$ cat src/rtl/gpio_pkg.sv
package gpio_pkg;
  typedef enum logic [2:0] {
    RK_NONE  = 3'd0,
    RK_MASK  = 3'd1,
    RK_INPUT = 3'd2,
    RK_DIR   = 3'd3,
    RK_OE    = 3'd4
  } reg_kind_e;
endpackage

$ cat src/rtl/gpio_sync2.sv
module gpio_sync2 #(
  parameter int W = 32
) (
  input  logic         clk,
  input  logic         rst,
  input  logic [W-1:0] d_i,
  output logic [W-1:0] q_o
);
  logic [W-1:0] stage1_q;
  logic [W-1:0] stage2_q;

  always_ff @(posedge clk) begin
    if (rst) begin
      stage1_q <= '0;
      stage2_q <= '0;
    end else begin
      stage1_q <= d_i;
      stage2_q <= stage1_q;
    end
  end

  assign q_o = stage2_q;
endmodule

$ cat src/rtl/gpio_addr_dec.sv
module gpio_addr_dec
  import gpio_pkg::*;
#(
  parameter int NUM_BANKS = 4,
  parameter int AW        = 12,
  parameter int IN_BASE   = 'h060,
  parameter int DIR_BASE  = 'h204,
  parameter int OE_BASE   = 'h208,
  parameter int STRIDE    = 'h40,
  localparam int BW       = (NUM_BANKS > 1) ? $clog2(NUM_BANKS) : 1
) (
  input  logic [AW-1:0] addr_i,
  output reg_kind_e     kind_o,
  output logic [BW-1:0] bank_o,
  output logic          half_o
);
  localparam logic [AW-1:0] IN_B   = AW'(IN_BASE);
  localparam logic [AW-1:0] DIR_B  = AW'(DIR_BASE);
  localparam logic [AW-1:0] OE_B   = AW'(OE_BASE);
  localparam logic [AW-1:0] STR    = AW'(STRIDE);
  localparam logic [AW-1:0] NB     = AW'(NUM_BANKS);
  localparam logic [AW-1:0] NGROUP = AW'(2 * NUM_BANKS);

  logic [AW-1:0] in_off, dir_off, oe_off;
  logic [AW-1:0] dir_idx, oe_idx;

  assign in_off  = addr_i - IN_B;
  assign dir_off = addr_i - DIR_B;
  assign oe_off  = addr_i - OE_B;
  assign dir_idx = dir_off / STR;
  assign oe_idx  = oe_off / STR;

  always_comb begin
    kind_o = RK_NONE;
    bank_o = '0;
    half_o = 1'b0;
    if (addr_i[1:0] == 2'b00) begin
      if ((addr_i >> 2) < NGROUP) begin
        kind_o = RK_MASK;
        bank_o = BW'(addr_i >> 3);
        half_o = addr_i[2];
      end else if (addr_i >= IN_B && (in_off >> 2) < NB) begin
        kind_o = RK_INPUT;
        bank_o = BW'(in_off >> 2);
      end else if (addr_i >= DIR_B && (dir_off % STR) == '0 && dir_idx < NB) begin
        kind_o = RK_DIR;
        bank_o = BW'(dir_idx);
      end else if (addr_i >= OE_B && (oe_off % STR) == '0 && oe_idx < NB) begin
        kind_o = RK_OE;
        bank_o = BW'(oe_idx);
      end
    end
  end
endmodule

$ cat src/rtl/gpio_bank.sv
module gpio_bank #(
  parameter int DW = 32,
  localparam int HW = DW / 2
) (
  input  logic          clk,
  input  logic          rst,
  input  logic [1:0]    mask_we_i,
  input  logic          dir_we_i,
  input  logic          oe_we_i,
  input  logic [DW-1:0] wdata_i,
  input  logic [DW-1:0] pad_in_i,
  output logic [DW-1:0] dout_o,
  output logic [DW-1:0] dir_o,
  output logic [DW-1:0] oe_o,
  output logic [DW-1:0] din_o
);
  logic [DW-1:0] dir_q, oe_q, dout_q;

  always_ff @(posedge clk) begin
    if (rst) begin
      dir_q <= '0;
      oe_q  <= '0;
    end else begin
      if (dir_we_i) dir_q <= wdata_i;
      if (oe_we_i)  oe_q  <= wdata_i;
    end
  end

  for (genvar h = 0; h < 2; h++) begin : g_half
    logic [HW-1:0] keep;
    logic [HW-1:0] newv;
    assign keep = wdata_i[DW-1:HW];
    assign newv = wdata_i[HW-1:0];
    always_ff @(posedge clk) begin
      if (rst) begin
        dout_q[h*HW +: HW] <= '0;
      end else if (mask_we_i[h]) begin
        dout_q[h*HW +: HW] <= (newv & ~keep) | (dout_q[h*HW +: HW] & keep);
      end
    end
  end

  gpio_sync2 #(.W(DW)) sync_i (
    .clk (clk),
    .rst (rst),
    .d_i (pad_in_i),
    .q_o (din_o)
  );

  assign dout_o = dout_q;
  assign dir_o  = dir_q;
  assign oe_o   = oe_q;
endmodule

$ cat src/rtl/gpio_banked.sv
module gpio_banked
  import gpio_pkg::*;
#(
  parameter int NUM_BANKS = 4,
  parameter int DW        = 32,
  parameter int AW        = 12,
  localparam int PINS     = NUM_BANKS * DW,
  localparam int HW       = DW / 2,
  localparam int BW       = (NUM_BANKS > 1) ? $clog2(NUM_BANKS) : 1
) (
  input  logic            clk,
  input  logic            rst,
  input  logic            bus_req,
  input  logic            bus_we,
  input  logic [AW-1:0]   bus_addr,
  input  logic [DW-1:0]   bus_wdata,
  output logic [DW-1:0]   bus_rdata,
  output logic            bus_rvalid,
  input  logic [PINS-1:0] pad_in,
  output logic [PINS-1:0] pad_out,
  output logic [PINS-1:0] pad_oe
);
  reg_kind_e     kind;
  logic [BW-1:0] bank_sel;
  logic          half_sel;
  logic          wr_go, rd_go;

  logic [DW-1:0] dout_w [NUM_BANKS];
  logic [DW-1:0] dir_w  [NUM_BANKS];
  logic [DW-1:0] oe_w   [NUM_BANKS];
  logic [DW-1:0] din_w  [NUM_BANKS];

  assign wr_go = bus_req & bus_we;
  assign rd_go = bus_req & ~bus_we;

  gpio_addr_dec #(.NUM_BANKS(NUM_BANKS), .AW(AW)) dec_i (
    .addr_i (bus_addr),
    .kind_o (kind),
    .bank_o (bank_sel),
    .half_o (half_sel)
  );

  for (genvar b = 0; b < NUM_BANKS; b++) begin : g_bank
    logic       hit;
    logic [1:0] mwe;
    assign hit    = wr_go && (bank_sel == BW'(b));
    assign mwe[0] = hit && (kind == RK_MASK) && !half_sel;
    assign mwe[1] = hit && (kind == RK_MASK) && half_sel;

    gpio_bank #(.DW(DW)) bank_i (
      .clk       (clk),
      .rst       (rst),
      .mask_we_i (mwe),
      .dir_we_i  (hit && (kind == RK_DIR)),
      .oe_we_i   (hit && (kind == RK_OE)),
      .wdata_i   (bus_wdata),
      .pad_in_i  (pad_in[b*DW +: DW]),
      .dout_o    (dout_w[b]),
      .dir_o     (dir_w[b]),
      .oe_o      (oe_w[b]),
      .din_o     (din_w[b])
    );

    assign pad_out[b*DW +: DW] = dout_w[b];
    assign pad_oe[b*DW +: DW]  = dir_w[b] & oe_w[b];
  end

  logic [DW-1:0] rd_mux;
  always_comb begin
    rd_mux = '0;
    case (kind)
      RK_MASK:  rd_mux = {{HW{1'b0}}, (half_sel ? dout_w[bank_sel][DW-1:HW]
                                                : dout_w[bank_sel][HW-1:0])};
      RK_INPUT: rd_mux = din_w[bank_sel];
      RK_DIR:   rd_mux = dir_w[bank_sel];
      RK_OE:    rd_mux = oe_w[bank_sel];
      default:  rd_mux = '0;
    endcase
  end

  always_ff @(posedge clk) begin
    if (rst) begin
      bus_rdata  <= '0;
      bus_rvalid <= 1'b0;
    end else begin
      bus_rvalid <= rd_go;
      if (rd_go) bus_rdata <= rd_mux;
    end
  end
endmodule

$ cat config.mk
export PLATFORM = sky130hd
export DESIGN_NAME = gpio_banked
export DESIGN_NICKNAME = d
export VERILOG_FILES = /design/src/rtl/gpio_pkg.sv /design/src/rtl/gpio_sync2.sv /design/src/rtl/gpio_addr_dec.sv /design/src/rtl/gpio_bank.sv /design/src/rtl/gpio_banked.sv
export SDC_FILE = /design/constraint.sdc
export NUM_CORES = 1
export LEC_CHECK = 0
export BUFFER_PORTS_ARGS = -buffer_cell sky130_fd_sc_hd__clkbuf_2
export CORE_UTILIZATION = 35
export CTS_BUF_LIST = sky130_fd_sc_hd__clkbuf_16
export DETAILED_ROUTE_END_ITERATION = 10
export PLACE_DENSITY_LB_ADDON = 0.05
export REMOVE_ABC_BUFFERS = 1
export SETUP_SLACK_MARGIN = 0.2
export SLEW_MARGIN = 20
export SYNTH_ARGS = -nofsm -noshare
export SYNTH_HDL_FRONTEND = slang
export SYNTH_HIERARCHICAL = 1
export SYNTH_SLANG_ARGS = --single-unit
$ cat constraint.sdc
create_clock -name clk -period 4.9 [get_ports clk]
set_input_delay 0.735 -clock clk [delete_from_list [all_inputs] [get_ports clk]]
set_output_delay 0.735 -clock clk [all_outputs]
set_load 0.02 [all_outputs]
[Word-level counts from Yosys, hierarchy flattened]
Index checks and enable logic that the tools add are counted.
Storage, ports and cells
  bits in registers: 673
  logic and storage cells: 130
  input bits: 176
Operators by class
  bitwise operators: 26
  $add $sub $neg: 3
  order comparisons: 8
  mux-type cells: 26
  equality and inequality tests: 7
  reduce and logical (&&, ||, !) cells: 34
Operators with widths (number)
  binary-select mux 32 bit (select 2 bit): 4
  2-to-1 mux 32 bit: 8
  AND 16 bit: 9
  AND 32 bit: 4
  OR 16 bit: 8
  case mux 32 bit (4 select lines): 1
  logical AND 1 bit: 29
  >= comparator 12 x 10 -> 1 bit, second input constant: 2
  logical NOT 12 bit: 2
  subtractor 12 x 10 -> 12 bit, second input constant: 2
  2-to-1 mux 16 bit: 1
  NOT 16 bit: 1
  2-to-1 mux 3 bit: 5
  >= comparator 12 x 7 -> 1 bit, second input constant: 1
  less-than comparator 6 x 3 -> 1 bit, second input constant: 2
  subtractor 12 x 7 -> 12 bit, second input constant: 1
  less-than comparator 10 x 3 -> 1 bit, second input constant: 1
  less-than comparator 10 x 4 -> 1 bit, second input constant: 1
  2-to-1 mux 2 bit: 5
  == test 3 x 2 -> 1 bit, second input constant: 2
  == test 2 bit, second input constant: 2
  logical NOT 2 bit: 2
  == test 3 x 1 -> 1 bit, second input constant: 1
  == test 3 bit, second input constant: 1
  other kinds (7): 9

[Longest topological paths before layout]
  depth after elaboration: 15
  gate-level depth with buffers: 18
  depth with buffers taken out: 12

[By module]
The synthesis kept the hierarchy.
By module, submodules not included
  gpio_bank: instances 4, seq. area each 1921.8 µm², cells an instance 358, area an instance 4176.5 µm²
  gpio_sync2: instances 4, seq. area each 1281.2 µm², cells an instance 135, area an instance 1918.1 µm²
  gpio_banked: instances 1, seq. area each 660.6 µm², cells an instance 555, area an instance 5979.5 µm²
  gpio_addr_dec: instances 1, seq. area each 0.0 µm², cells an instance 65, area an instance 466.7 µm²

[Least setup slack after synthesis]
No wires, ideal clock.
  path type: in2reg
  start point: input bus_addr[11]
  end point: register (tool-made name)
  cell stages on the path: 13
  data required time: 4828 ps
  path slack: 1111 ps
  arrival time: 3718 ps
  path buffers: 5
  path through: or3_1 -> or4_2 -> o21ai_0 -> a21oi_1 -> buf_4 -> buf_12 -> buf_8 -> buf_6 -> or3_1 -> nor3_1 -> buf_2 -> and2b_1 -> mux2i_1
RTL lines
  start: declaration: RTL line gpio_banked.sv:15  | input logic [AW-1:0] bus_addr,

[Final worst setup path]
  start point: input bus_addr[5]
  end point: register bus_rdata[10]
Between the ends
  word-level cells in the longest chain between the ends: 15
  elaborated cells between the ends (all ways): 48
Ends and longest elaborated chain
  parallel branches: the longest is 7 deep, another holds subtractor 12 x 10 -> 12 bit
  2-to-1 mux 2 bit *: RTL line gpio_addr_dec.sv:38  | if ((addr_i >> 2) < NGROUP) begin
  2-to-1 mux 2 bit *: RTL line gpio_addr_dec.sv:37  | if (addr_i[1:0] == 2'b00) begin
  via bank_sel[0]: RTL line gpio_banked.sv:24  | logic [BW-1:0] bank_sel;
  NOT 2 -> 3 bit (not written as such) *
  binary-select mux 32 bit (select 2 bit): RTL line gpio_banked.sv:72, gpio_banked.sv:73
  2-to-1 mux 32 bit (not written as such) (2 in series): RTL line gpio_banked.sv:73  | : dout_w[bank_sel][HW-1:0])};
  2-to-1 mux 16 bit: RTL line gpio_banked.sv:72  | RK_MASK: rd_mux = {{HW{1'b0}}, (half_sel ? dout_w[bank_sel][DW-1:HW]
  case mux 32 bit (4 select lines) *: RTL line gpio_banked.sv:71  | case (kind)
  end signal: assignment: RTL line gpio_banked.sv:87  | if (rd_go) bus_rdata <= rd_mux;
  end: declaration: RTL line gpio_banked.sv:17  | output logic [DW-1:0] bus_rdata,
Mark *: on every way through the listed nets, which the timed path passes. The select of a mux whose other input is x is not followed.
A chain may end at the register's enable or synchronous reset.

==> summary by stage <==
Run status
The flow ran to the end, and the final reports show no timing, DRC or antenna violations.

Setup path
The classification of the worst setup path is in2reg. The number of buffers and inverters on the critical path is 2. Across all register-to-register paths, the minimum setup slack is 3210 ps. The kind of capture point of the worst setup path is a flip-flop. The cell class contributing the biggest share of worst-path delay is compound AO/OA/AOI/OAI gates. In this design, the stage delay of the slowest critical-path cell is 640 ps.

In this run the worst path has a maximum fanout of 48. The worst flop-to-flop path startpoint is g_bank[3].bank_i/sync_i/q_o[10]. Counting cells, the worst reg-to-reg path comes to 3.

Data on the critical path arrives at its endpoint at 4350 ps. Walking the worst path, the cells encountered are clkbuf_2, or4_4, o31a_1, nor4_4, a32oi_1, a21oi_4, buf_12, mux4_2, a22oi_1, a311oi_1. For the worst setup path, the data required time is 5350 ps. The endpoint identified for the worst register-to-register timing path is bus_rdata[10]. The startpoint kind of the worst setup timing path is an input pin.

The master of the slowest instance on the critical path is sky130_fd_sc_hd__mux4_2.

Clock tree
The number of buffers added by the clock tree synthesis step is 81. Clock-pin slew was measured on the worst setup and hold paths at 60 ps. The H-tree depth is 3.

In this run the clock root is driven by a sky130_fd_sc_hd__clkbuf_16. TritonCTS built the clock tree. The post-CTS setup-driven buffer insertion count is 0. The clock passes through at most 3 buffers. The clock reaches the later pin of the worst-skew pair after 630 ps. Post-CTS repair changed the size of 0 cells.

The number of hold buffers added after CTS is 0. The number of sinks handled by clock tree synthesis is 673.

Floorplanning
465 I/O pins were placed. Row generation in the floorplan step produced 108 rows. Once the floorplan was initialized, standard cells occupied 35.4% of the core. The horizontal die dimension is 299 um. The floorplan step set the die height to 299 um. The core region is 87000 sq um. The die covers 89300 sq um.

Worst hold path
For hold timing, the worst endpoint is g_bank[1].bank_i/sync_i/stage1_q[11]. The min-delay analysis places its worst path in the category in2reg. Along the worst hold path, the cell count comes to 2. The worst hold path startpoint is pad_in[43].

Timing
Setup violations remaining at the end of the flow were counted as 0. Setup repair after global routing left no endpoint under its margin. In this run the tightest slew margin relative to its limit is 31.0%. The final hold slack is 311 ps. The share of the clock period used by the worst path is 79.5%. The final count of pins violating max slew is 0. The maximum clock frequency is 0.257 GHz. The count of final hold-check violations is 0. The actual transition at the worst max-transition pin is 1030 ps. The final clock skew is 15.1 ps. Counting I/O delays and the setup requirement, the final critical path takes 3900 ps.

Finish
The multi-input combinational cells in the finished layout cover a total of 15700 sq um. The number of nets in the final layout is 3225. Once layout is complete, the utilization of the core stands at 41.6%. The area of all placed cells without fillers is 36200 sq um.

Counting the fill cells in the layout gives 8437. Compared with the post-synthesis result, the final layout area differs by 17.5%. Leaving out fill and tap cells, the most frequent cell in the layout is sky130_fd_sc_hd__dfxtp_1.

The fraction of layout instances using a drive strength above 1 is 39.8%. In the layout the commonest cells are 673 x sky130_fd_sc_hd__dfxtp_1, 463 x sky130_fd_sc_hd__clkbuf_2, 401 x sky130_fd_sc_hd__mux2i_1. The area taken by flip-flops and latches is 13500 sq um.

Detailed routing
For this block, the routed nets add up to 99200 um of wire. The number of search-and-repair iterations in the first detailed-routing pass is 5. In the final routed layout, each cell accounts on average for 23.3 um. The DRC marker count from the first detailed-route iteration is 1028. After detailed routing, the number of vias per cell comes to 4.85. Once detail routing completed, the nets flagged for antenna violations numbered 0. For this run, design rule violations remaining after detail routing come to 0. For this block, the via count after detailed routing is 20700.

Synth
Each instance of the synthesized netlist takes up on average 11.9 sq um. After synthesis, the largest area contributor takes up 43.7% of total cell area. The number of enable flip-flop cells after synthesis is 0. The proportion of synthesized chip area in sequential cells is 43.7%. The synthesized design contains 673 register bits. Synthesis handed over a netlist of 2592 instances. The post-synthesis instance area is 30800 sq um. The count of synthesis-stage warnings from yosys is 6. The async set or reset register ratio after synthesis is 0%. After synthesis, the cell types taking the most area are sky130_fd_sc_hd__dfxtp_1 44%, sky130_fd_sc_hd__mux2i_1 13%, sky130_fd_sc_hd__mux4_2 7.9%. The distinct cell type count of the synthesized netlist is 66. Of all cell types, the one taking the most synthesized area is sky130_fd_sc_hd__dfxtp_1. The most used flip-flop cell after synthesis is sky130_fd_sc_hd__dfxtp_1.

Place
After detailed placement, the total cell area comes to 33900 sq um. The HPWL after detailed placement is 67300 um. The final estimated routing congestion in global placement is 0.843. The number of I/O port buffers is 464.

Global route
Entering global routing, the biggest net connects 102 pins. The number of antenna violations at the first check in global routing is 3. Global routing finished with a remaining overflow of 0. The number of global-route vias before repair is 21000. The global router's overall resource usage is 22.0%.

The first-pass GRT wire length is 145000 um.

Pwr
The leakage power total is 0.0137 uW. The fraction of power spent switching nets is 23.9%. In this run, flip-flops and latches consume 48.3% of the power.

Combinational logic burns 5.1% of the power. The cell-internal power is 8860 uW. In this run the power spent charging and discharging nets is 2780 uW.

The clock network fraction of total power is 46.6%. The worst-case vdd ir drop is 0.265 mV. The total power per unit cell area is 321 nW/um^2.

Run
Across the run, the number of max-cap violations was 0.
==> layer usage <==
layer / routed length [um] / GRT usage (%) / vias up
met4: 1450 / 4.68 / 2
met2: 47200 / 36.2 / 516
li1: - / - / 9771
met3: 5840 / 4.99 / 105
met5: 13 / 0 / -
met1: 44700 / 29.3 / 10300
==> power by group through the flow <==
stage	sequential, uW	combinational (uW)	clock (uW)
after floorplan	5740	223	0
after global placement	5740	598	0
after detailed placement	5740	603	0
after CTS	5620	606	5610
after global routing	5620	647	5860
final	5620	596	5430
==> cell usage after synthesis, types with 3 or more instances <==
master and number:
sky130_fd_sc_hd__a211oi_1 16, sky130_fd_sc_hd__o21ai_0 10, sky130_fd_sc_hd__nor3_1 7, sky130_fd_sc_hd__o221ai_1 8, sky130_fd_sc_hd__buf_2 12, sky130_fd_sc_hd__buf_6 73, sky130_fd_sc_hd__nor2_2 76, sky130_fd_sc_hd__mux4_1 4
sky130_fd_sc_hd__and2_1 129, sky130_fd_sc_hd__xnor2_1 4, sky130_fd_sc_hd__nand3_1 4, sky130_fd_sc_hd__dfxtp_1 673, sky130_fd_sc_hd__nor2_1 101, sky130_fd_sc_hd__nor3b_2 3, sky130_fd_sc_hd__inv_1 7, sky130_fd_sc_hd__nor2b_1 44
sky130_fd_sc_hd__o21bai_1 7, sky130_fd_sc_hd__o22ai_1 8, sky130_fd_sc_hd__buf_8 26, sky130_fd_sc_hd__and2b_1 41, sky130_fd_sc_hd__buf_12 17, sky130_fd_sc_hd__nand2b_1 251, sky130_fd_sc_hd__a22oi_1 39, sky130_fd_sc_hd__o221a_2 9
sky130_fd_sc_hd__nor2b_2 240, sky130_fd_sc_hd__or3_1 3, sky130_fd_sc_hd__clkbuf_1 30, sky130_fd_sc_hd__a21oi_1 29, sky130_fd_sc_hd__nand2_1 9, sky130_fd_sc_hd__or2b_1 8, sky130_fd_sc_hd__nor2_4 120, sky130_fd_sc_hd__buf_4 12
sky130_fd_sc_hd__a311oi_1 9, sky130_fd_sc_hd__mux2i_1 401, sky130_fd_sc_hd__a31oi_1 7, sky130_fd_sc_hd__ha_1 5, sky130_fd_sc_hd__mux2_2 8, sky130_fd_sc_hd__mux4_2 108
==> stage by stage <==
step / setup slack (ps) / cells / total power, uW / TNS (ps)
6_report: 1000 / 4261 / 11600 / 0
5_1_grt: 935 / 4259 / 12100 / 0
3_3_place_gp: 413 / 4116 / 6330 / 0
4_1_cts: 1060 / 4259 / 11800 / 0
2_1_floorplan: -11180 / 2420 / 5960 / -3876070
3_5_place_dp: 403 / 4116 / 6340 / 0
==> logic make-up after synthesis <==
group,count (synthesis),synth area share [%]
multiplexers,521,21.5
AO/OA/AOI/OAI,151,3.51
AND/OR/NAND/NOR,1057,24.9
flip-flops,673,43.7
buffers and inverters,179,6.00
XOR/XNOR,6,0.170
adder cells (fa/ha/maj),5,0.203
==> layout make-up <==
class                   instances  share of cell area [%]
diodes                          2                  0.0138
well taps                    1155                    3.99
clock inverters                61                   0.864
flip-flops and latches        673                    37.2
repair buffers                541                    8.97
multi-input cells            1740                    43.2
clock buffers                  82                    5.66
inverters                       7                  0.0725
==> how the worst max path moves through the flow <==
stage                     start                         to  slack [ps]  cells after the start
finish              bus_addr[5]              bus_rdata[10]        1000                     10
global route        bus_addr[5]              bus_rdata[10]         940                     12
CTS                 bus_addr[5]              bus_rdata[10]        1060                     10
detailed placement  bus_addr[5]              bus_rdata[10]         400                     10
global placement    bus_addr[5]              bus_rdata[10]         410                     10
floorplan           bus_addr[5]  g_bank[3].bank_i/dir_o[0]      -11180                      9
Note: power is estimated with default switching activity, not from simulation.
